==> src/rtl/fpexc_pkg.sv <==
package fpexc_pkg;
  localparam int REG_W     = 32;
  localparam int FLD_W     = 5;
  localparam int RM_LSB    = 0;
  localparam int RM_W      = 2;
  localparam int FLAG_LSB  = 2;
  localparam int EN_LSB    = FLAG_LSB + FLD_W;
  localparam int CAUSE_LSB = EN_LSB + FLD_W;
  localparam int FLUSH_BIT = CAUSE_LSB + FLD_W + 1;
  localparam logic [RM_W-1:0]  RM_ZERO = 2'b01;
  localparam logic [REG_W-1:0] WR_MASK = 32'h0005_FFFF;
  localparam int CODE_W    = 12;
  localparam logic [CODE_W-1:0] TRAP_CODE = 12'h120;

  // strobes from control to datapath
  typedef struct packed {
    logic ld;
    logic excUpd;
    logic tUpd;
    logic tVal;
  } strobe_t;
endpackage

==> src/rtl/fpexc_ctrl.sv <==
module fpexc_ctrl
  import fpexc_pkg::*;
(
  input  logic    clk,
  input  logic    rstN,
  input  logic    ldEn,
  input  logic    opDone,
  input  logic    cmpDone,
  input  logic    cmpIsGt,
  input  logic    cmpEqual,
  input  logic    cmpGreater,
  input  logic    cmpUnordered,
  input  logic    trapAck,
  input  logic    trapHit,
  output strobe_t strb,
  output logic    trapReq
);
  logic cmpSel;

  // priority: load, then operation, then compare
  always_comb begin
    cmpSel      = cmpDone && !ldEn && !opDone;
    strb.ld     = ldEn;
    strb.excUpd = !ldEn && (opDone || (cmpSel && cmpUnordered));
    strb.tUpd   = cmpSel && !cmpUnordered;
    strb.tVal   = cmpIsGt ? cmpGreater : cmpEqual;
  end

  always_ff @(posedge clk) begin
    if (!rstN)        trapReq <= 1'b0;
    else if (trapHit) trapReq <= 1'b1;
    else if (trapAck) trapReq <= 1'b0;
  end
endmodule

==> src/rtl/fpexc_dp.sv <==
module fpexc_dp
  import fpexc_pkg::*;
(
  input  logic             clk,
  input  logic             rstN,
  input  strobe_t          strb,
  input  logic [REG_W-1:0] ldData,
  input  logic [FLD_W-1:0] excVec,
  output logic [REG_W-1:0] stReg,
  output logic             tBit,
  output logic             trapHit,
  output logic             roundToZero,
  output logic             flushDenorm
);
  logic [FLD_W-1:0] causeNow;
  logic [FLD_W-1:0] enNow;
  logic [FLD_W-1:0] causeNext;
  logic [REG_W-1:0] regNext;

  always_comb begin
    causeNow  = stReg[CAUSE_LSB +: FLD_W];
    enNow     = stReg[EN_LSB +: FLD_W];
    causeNext = causeNow | excVec;
    trapHit   = strb.excUpd && (|excVec) && (|(causeNext & enNow));
    regNext   = stReg;
    if (strb.ld) begin
      regNext = ldData & WR_MASK;
    end else if (strb.excUpd) begin
      regNext[FLAG_LSB +: FLD_W]  = excVec;
      regNext[CAUSE_LSB +: FLD_W] = causeNext;
    end
  end

  always_ff @(posedge clk) begin
    if (!rstN) begin
      stReg <= '0;
      tBit  <= 1'b0;
    end else begin
      stReg <= regNext;
      if (strb.tUpd) tBit <= strb.tVal;
    end
  end

  assign roundToZero = (stReg[RM_LSB +: RM_W] == RM_ZERO);
  assign flushDenorm = stReg[FLUSH_BIT];
endmodule

==> src/rtl/fpu_exc_status.sv <==
module fpu_exc_status
  import fpexc_pkg::*;
(
  input  logic              clk,
  input  logic              rstN,
  input  logic              ldEn,
  input  logic [REG_W-1:0]  ldData,
  input  logic              opDone,
  input  logic              excInvalid,
  input  logic              excDivZero,
  input  logic              excOverflow,
  input  logic              excUnderflow,
  input  logic              excInexact,
  input  logic              cmpDone,
  input  logic              cmpIsGt,
  input  logic              cmpEqual,
  input  logic              cmpGreater,
  input  logic              cmpUnordered,
  input  logic              trapAck,
  output logic [REG_W-1:0]  statusReg,
  output logic              tBit,
  output logic              roundToZero,
  output logic              flushDenorm,
  output logic              trapReq,
  output logic [CODE_W-1:0] trapCode
);
  strobe_t          strb;
  logic             trapHit;
  logic [FLD_W-1:0] excVec;

  assign excVec   = {excInvalid, excDivZero, excOverflow, excUnderflow, excInexact};
  assign trapCode = TRAP_CODE;

  fpexc_ctrl u_ctrl (
    .clk(clk), .rstN(rstN), .ldEn(ldEn), .opDone(opDone), .cmpDone(cmpDone),
    .cmpIsGt(cmpIsGt), .cmpEqual(cmpEqual), .cmpGreater(cmpGreater),
    .cmpUnordered(cmpUnordered), .trapAck(trapAck), .trapHit(trapHit),
    .strb(strb), .trapReq(trapReq)
  );

  fpexc_dp u_dp (
    .clk(clk), .rstN(rstN), .strb(strb), .ldData(ldData), .excVec(excVec),
    .stReg(statusReg), .tBit(tBit), .trapHit(trapHit),
    .roundToZero(roundToZero), .flushDenorm(flushDenorm)
  );
endmodule

==> config.mk <==
export PLATFORM = sky130hd
export DESIGN_NAME = fpu_exc_status
export DESIGN_NICKNAME = d
export VERILOG_FILES = /design/src/rtl/fpexc_pkg.sv /design/src/rtl/fpexc_ctrl.sv /design/src/rtl/fpexc_dp.sv /design/src/rtl/fpu_exc_status.sv
export SDC_FILE = /design/constraint.sdc
export NUM_CORES = 1
export LEC_CHECK = 0
export ABC_AREA = 1
export BUFFER_PORTS_ARGS = -buffer_cell sky130_fd_sc_hd__buf_2
export CAP_MARGIN = 20
export CORE_MARGIN = 4
export CORE_UTILIZATION = 41
export CTS_CLUSTER_SIZE = 20
export DETAILED_ROUTE_END_ITERATION = 10
export GPL_ROUTABILITY_DRIVEN = 0
export HOLD_SLACK_MARGIN = 0.02
export PLACE_DENSITY = 0.94
export SETUP_SLACK_MARGIN = 0.2
export SLEW_MARGIN = 20
export SYNTH_ARGS = -nofsm -noshare
export SYNTH_HDL_FRONTEND = slang
export SYNTH_SLANG_ARGS = --single-unit
==> constraint.sdc <==
create_clock -name clk -period 1.7 [get_ports clk]
set_input_delay 0.34 -clock clk [delete_from_list [all_inputs] [get_ports clk]]
set_output_delay 0.34 -clock clk [all_outputs]
set_load 0.1 [all_outputs]
Yosys cells after proc, flatten, opt, wreduce, memory -nomap -nowiden
Cells that the tools add are included.
{"block": "totals", "regBits": 20, "inputBits": 47, "output_inout_bits": 48, "elab_cells": 29}
{"block": "classes", "n_eq_ne": 1, "n_mux": 7, "bitwise": 2, "reduce_logical": 15}
{"op": "two-way mux 5 bit", "n": 4}
{"op": "OR reduction 5 bit", "n": 2}
{"op": "logical AND 1 bit", "n": 7}
{"op": "bitwise AND 5 bit", "n": 1}
{"op": "OR 5 bit", "n": 1}
{"op": "nonzero test 2 bit", "n": 2}
{"op": "zero test 1 bit", "n": 3}
{"op": "two-way mux 1 bit", "n": 3}
{"op": "== test 2 x 1 -> 1 bit (second input constant)", "n": 1}
{"op": "logical OR 1 bit", "n": 1}

Logic depth before layout (Yosys ltp)
{"block": "logic_depth", "depth_word": 9, "depth_mapped": 7, "mapped_depth_nobuf": 7}

Modules after synthesis
Synthesis repeated with hierarchy kept, for this count alone.
{"block": "unflattened", "cells_unflattened": 170, "hier_area_um2": 1158.6}
{"mod": "fpexc_dp", "instances": 1, "cells_per_inst": 141, "area_per_inst_um2": 977.2, "seq_area_each_um2": 380.4}
{"mod": "fpu_exc_status", "instances": 1, "cells_per_inst": 14, "area_per_inst_um2": 97.6, "seq_area_each_um2": 0.0}
{"mod": "fpexc_ctrl", "instances": 1, "cells_per_inst": 15, "area_per_inst_um2": 83.8, "seq_area_each_um2": 20.0}

Worst setup path before layout
Ideal clock, no wire load.
{"block": "synth_timing", "path_kind": "reg-to-output", "from": "register u_dp.stReg[0]", "to": "output roundToZero", "t_arrival_ps": 2349, "slack_ps": -989, "path_stages_with_launch": 3, "n_path_buf": 0, "cell_sequence": "dfxtp_1 > inv_1 > nor2_1"}
{"block": "synth_via", "elab_chain_len": 1}
{"item": "start: declaration", "line_no": "fpexc_dp.sv:9", "rtl": "output logic [REG_W-1:0] stReg,"}
{"item": "start signal: assignment", "line_no": "fpexc_dp.sv:39", "rtl": "stReg <= regNext;"}
{"item": "== test 2 x 1 -> 1 bit", "line_no": "fpexc_dp.sv:44", "rtl": "assign roundToZero = (stReg[RM_LSB +: RM_W] == RM_ZERO);"}
{"item": "end: declaration", "line_no": "fpu_exc_status.sv:22", "rtl": "output logic roundToZero,"}
No other way between the ends.

Worst setup path after layout
{"block": "layout_timing", "from": "register u_dp.stReg[15]", "to": "output statusReg[15]"}
{"item": "end: declaration", "line_no": "fpu_exc_status.sv:20", "rtl": "output logic [REG_W-1:0] statusReg,"}
No word-level cell between the ends.

==> impl_summary.md <==
Routing
The total vias in the final route is roughly 1,100. The detail route stage leaves a number of antenna-violating nets equal to 0. The via density per instance is roughly 4.5. The routed length per instance is ~11 um. For this block, the routed nets add up to 2.736 mm of wire. After detailed routing, the number of remaining DRC violations is 0. The first TritonRoute pass finished after 4 iterations. The detailed router's first-iteration violation count is 27.

Timing
Across the routed clock network, the largest skew measured is 0.002254 ns. Setup violations remaining at the end of the flow were counted as 0. In the finished design, the share of the clock period the worst path needs comes to 85.05%. The number of failing hold endpoints at the final stage is 0. Setup repair after global routing left no endpoint under its margin.

The achievable frequency is a little under 700 MHz. The number of pins exceeding their max-slew limit in the final report is 0. The minimum clock period after layout is 1.446 ns.

The sum of negative setup slack is 0 ns. After layout, the worst setup slack is 0.2542 ns.

Finish
At the end of the flow the core is filled with cells to 53.44%. Of the cells placed in the final design, the portion with a size suffix greater than 1 is 31.67%. The finished cells cover 1360 um^2.

The count of inserted antenna diode cells is 0. From synthesis to final layout, the design area changed by 20.24%. After the last flow step, the layout net total stands at 270.

Synthesis
For this run, asynchronously set or reset flops after synthesis account for 0%. The simple-gate area share of the yosys netlist is 21.24%. The per-instance average area after synthesis is 6.653 um^2. Summing the sequential cell areas from Yosys gives about 35% of the chip area. The commonest cells after synthesis are nand2_1 (39), buf_4 (27), o21ai_0 (22).

Yosys instantiated no cell more often than nand2_1. The fraction of the mapped netlist area in compound gates is 17.48%. The most common flop cell mapped by yosys is dfxtp_1. The mux contribution to synthesized area is 0%.

The number of synthesis warnings is 0. The synthesized area is 1131 um^2. By area the synthesized netlist is led by dfxtp_1 (35%), buf_4 (18%), nand2_1 (13%), o21ai_0 (9.7%), a21oi_1 (7.1%). The synthesized design contains 0 enable-type register cells.

The number of instances in the synthesized netlist is 170. Summed over all instances, the cell type with the most area after synthesis is dfxtp_1. The proportion of netlist area held by the largest area contributor is between 30 and 40%. The dominant combinational cell family by area after synthesis is buffers and inverters.

The number of library cell types mapped by synthesis is 16. The count of state elements after synthesis is 20. The adder and majority gate portion of the synthesized area is 0%. The share of the synthesized netlist area taken by xor and xnor gates is 0%.

Min path
The tightest min-delay check is of the input port to flip-flop type. The worst hold path terminates at u_dp.stReg[8]$_SDFFE_PN0P_. In this run the most critical hold path is launched from ldData[8]. The number of cells on the worst hold path is 3.

Global route
The number of antenna violations at the first check in global routing is 0. The first global-routing pass estimated 4.195 mm of wire. After global routing the overflow that remains totals 0. The total routing resource utilization after global routing is approximately 15%. The pin count of the biggest net entering global routing is 20. The number of global-route vias before repair was 998.

Die
The effective utilization at floorplan is 44.44%. The floorplan has 18 rows. In this run the horizontal extent of the chip is 60.53 um.

The die covers approximately 3700 um^2. The core region is around 2500 um^2. The boundary pin count is 95.

In this run the vertical extent of the chip is 60.53 um.

Pwr
The worst IR drop on VDD is 0.5498 mV. Power comes to 0.001450 W. The static power due to leakage is 0.7573 nW.

The power per standard cell area is between 1000 and 1500 nW/um^2.

Clock network
The number of buffers between clock root and the deepest sink is 2. In this run the number of H-tree levels came out at 1. Clock latency on the worst-skew pair, taken at its later pin, is ~0.30 ns. The tree is rooted in a clkbuf_4. The clock tree from TritonCTS is built. The number of CTS-inserted buffers is 3.

For this design, the sink count on the clock tree is 20. The number of buffers inserted by hold repair at cts is 0. Clock-pin slew was measured on the worst setup and hold paths at 0.11 ns.

Setup path
The required time of the critical path is ~1.4 ns. The library cell contributing the largest single delay on the critical path is buf_2. In this run the register-to-register setup slack is between 0.7 and 0.8 ns. The data arrival time of the worst path is 1.11 ns. The critical path in this run is classified as flip-flop to output pin. The cell type group with the largest total delay on the critical path is buffers and inverters. The maximum single-stage delay on the critical path is 0.44 ns. The startpoint identified for the worst register-to-register timing path is u_dp.stReg[12]$_SDFFE_PN0P_. Measured in cells, the most critical reg-to-reg path has a length of 6. The kind of start point of the critical path is a flip-flop. Traced cell by cell, the critical path runs through buf_2. Counting both buffers and inverters, the worst setup path holds a total of 1. STA classifies the critical path endpoint as an output pin. The top fanout value on the critical path is 3. The worst register-to-register path ends at u_ctrl.trapReq$_SDFFE_PN0P_.

Place
The setup slack after placement is 0.1381 ns. The count of port buffers added during placement is 54. Summed over all nets, the half-perimeter wirelength after detailed placement is 2.204 mm. In this run the cell area measured after placement is 1330 um^2.

Job
Across the run, the number of max-cap violations was 0.

Run status
The run finished with clean final reports.
==> cell usage in the layout, fill, tap and decap left out <==
| cell type | netlist | routed |
|---|---|---|
| nor2_4 | 0 | 1 |
| conb_1 | 2 | 26 |
| inv_2 | 2 | 2 |
| nand3_1 | 1 | 1 |
| nor3_1 | 1 | 1 |
| buf_4 | 27 | 3 |
| inv_1 | 13 | 13 |
| clkbuf_4 | 0 | 5 |
| buf_2 | 0 | 51 |
| nand2_1 | 39 | 39 |
| o21ai_0 | 22 | 22 |
| dfxtp_2 | 0 | 6 |
| o21bai_1 | 1 | 1 |
| nor2_2 | 1 | 1 |
| nand2_2 | 1 | 1 |
| a21oi_1 | 16 | 16 |
| dfxtp_1 | 20 | 14 |
| nor2_1 | 19 | 18 |
==> timing repair <==
action / in CTS / in global routing
setup endpoints to repair: 1 / 2
buffers inserted: 0 / 0
pin swaps: 0 / 0
gates resized for setup: 1 / 2
==> worst max-delay path by stage <==
stage	start	cells after the start	endpoint	slack [ns]
after global placement	ldEn	8	u_dp.stReg[2]$_SDFFE_PN0P_	0.13
after detailed placement	ldEn	8	u_dp.stReg[13]$_SDFFE_PN0P_	0.14
after floorplan	u_dp.stReg[1]$_SDFFE_PN0P_	1	roundToZero	0.05
after CTS	u_dp.stReg[1]$_SDFFE_PN0P_	1	statusReg[1]	0.21
after global routing	u_dp.stReg[16]$_SDFFE_PN0P_	1	statusReg[16]	0.21
final	u_dp.stReg[15]$_SDFFE_PN0P_	1	statusReg[15]	0.25
==> per-layer routing <==
metal	part of all wire [%]	wire length (um)	up-vias	GRT usage [%]
met2	50	1376	43	26.23
met4	1.4	37	0	5.573
met3	8.6	235	5	3.617
met1	40	1087	491	18.17
li1	-	-	578	-
met5	0	0	-	0
==> kinds of logic (layout without fill, tap and decap cells) <==
logic type,count (synthesis),in the layout
buf+inv,47,74
flops,20,20
simple gates,62,62
other cells,2,26
compound gates,39,39
==> where the power goes <==
group | total, W | switching (W) | leakage [nW] | internal [W]
combinational | 0.000706 | 0.000613 | 0.576 | 0.0000928
sequential | 0.000524 | 0.0000199 | 0.167 | 0.000504
clock | 0.000221 | 0.000139 | 0.0138 | 0.0000825
==> sequential cells by signal, indices dropped and copies added (netlist names) <==
register        flops
u_ctrl.trapReq      1
u_dp.stReg         18
u_dp.tBit           1
==> layout make-up <==
| class | instances | area [um^2] |
|---|---|---|
| clock buffers | 3 | 22.52 |
| fillers | 275 | 1185 |
| inverters | 15 | 56.30 |
| multi-input cells | 127 | 543.0 |
| flip-flops and latches | 20 | 407.9 |
| well taps | 30 | 37.54 |
| repair buffers | 56 | 292.8 |
==> stage by stage <==
stage | std cells | hold slack, ns
final | 251 | 0.2657
after global routing | 251 | 0.2765
after CTS | 251 | 0.2632
after detailed placement | 248 | 0.4571
after global placement | 248 | 0.4523
after floorplan | 194 | 0.4683
Power figures use the tool's default switching activity.
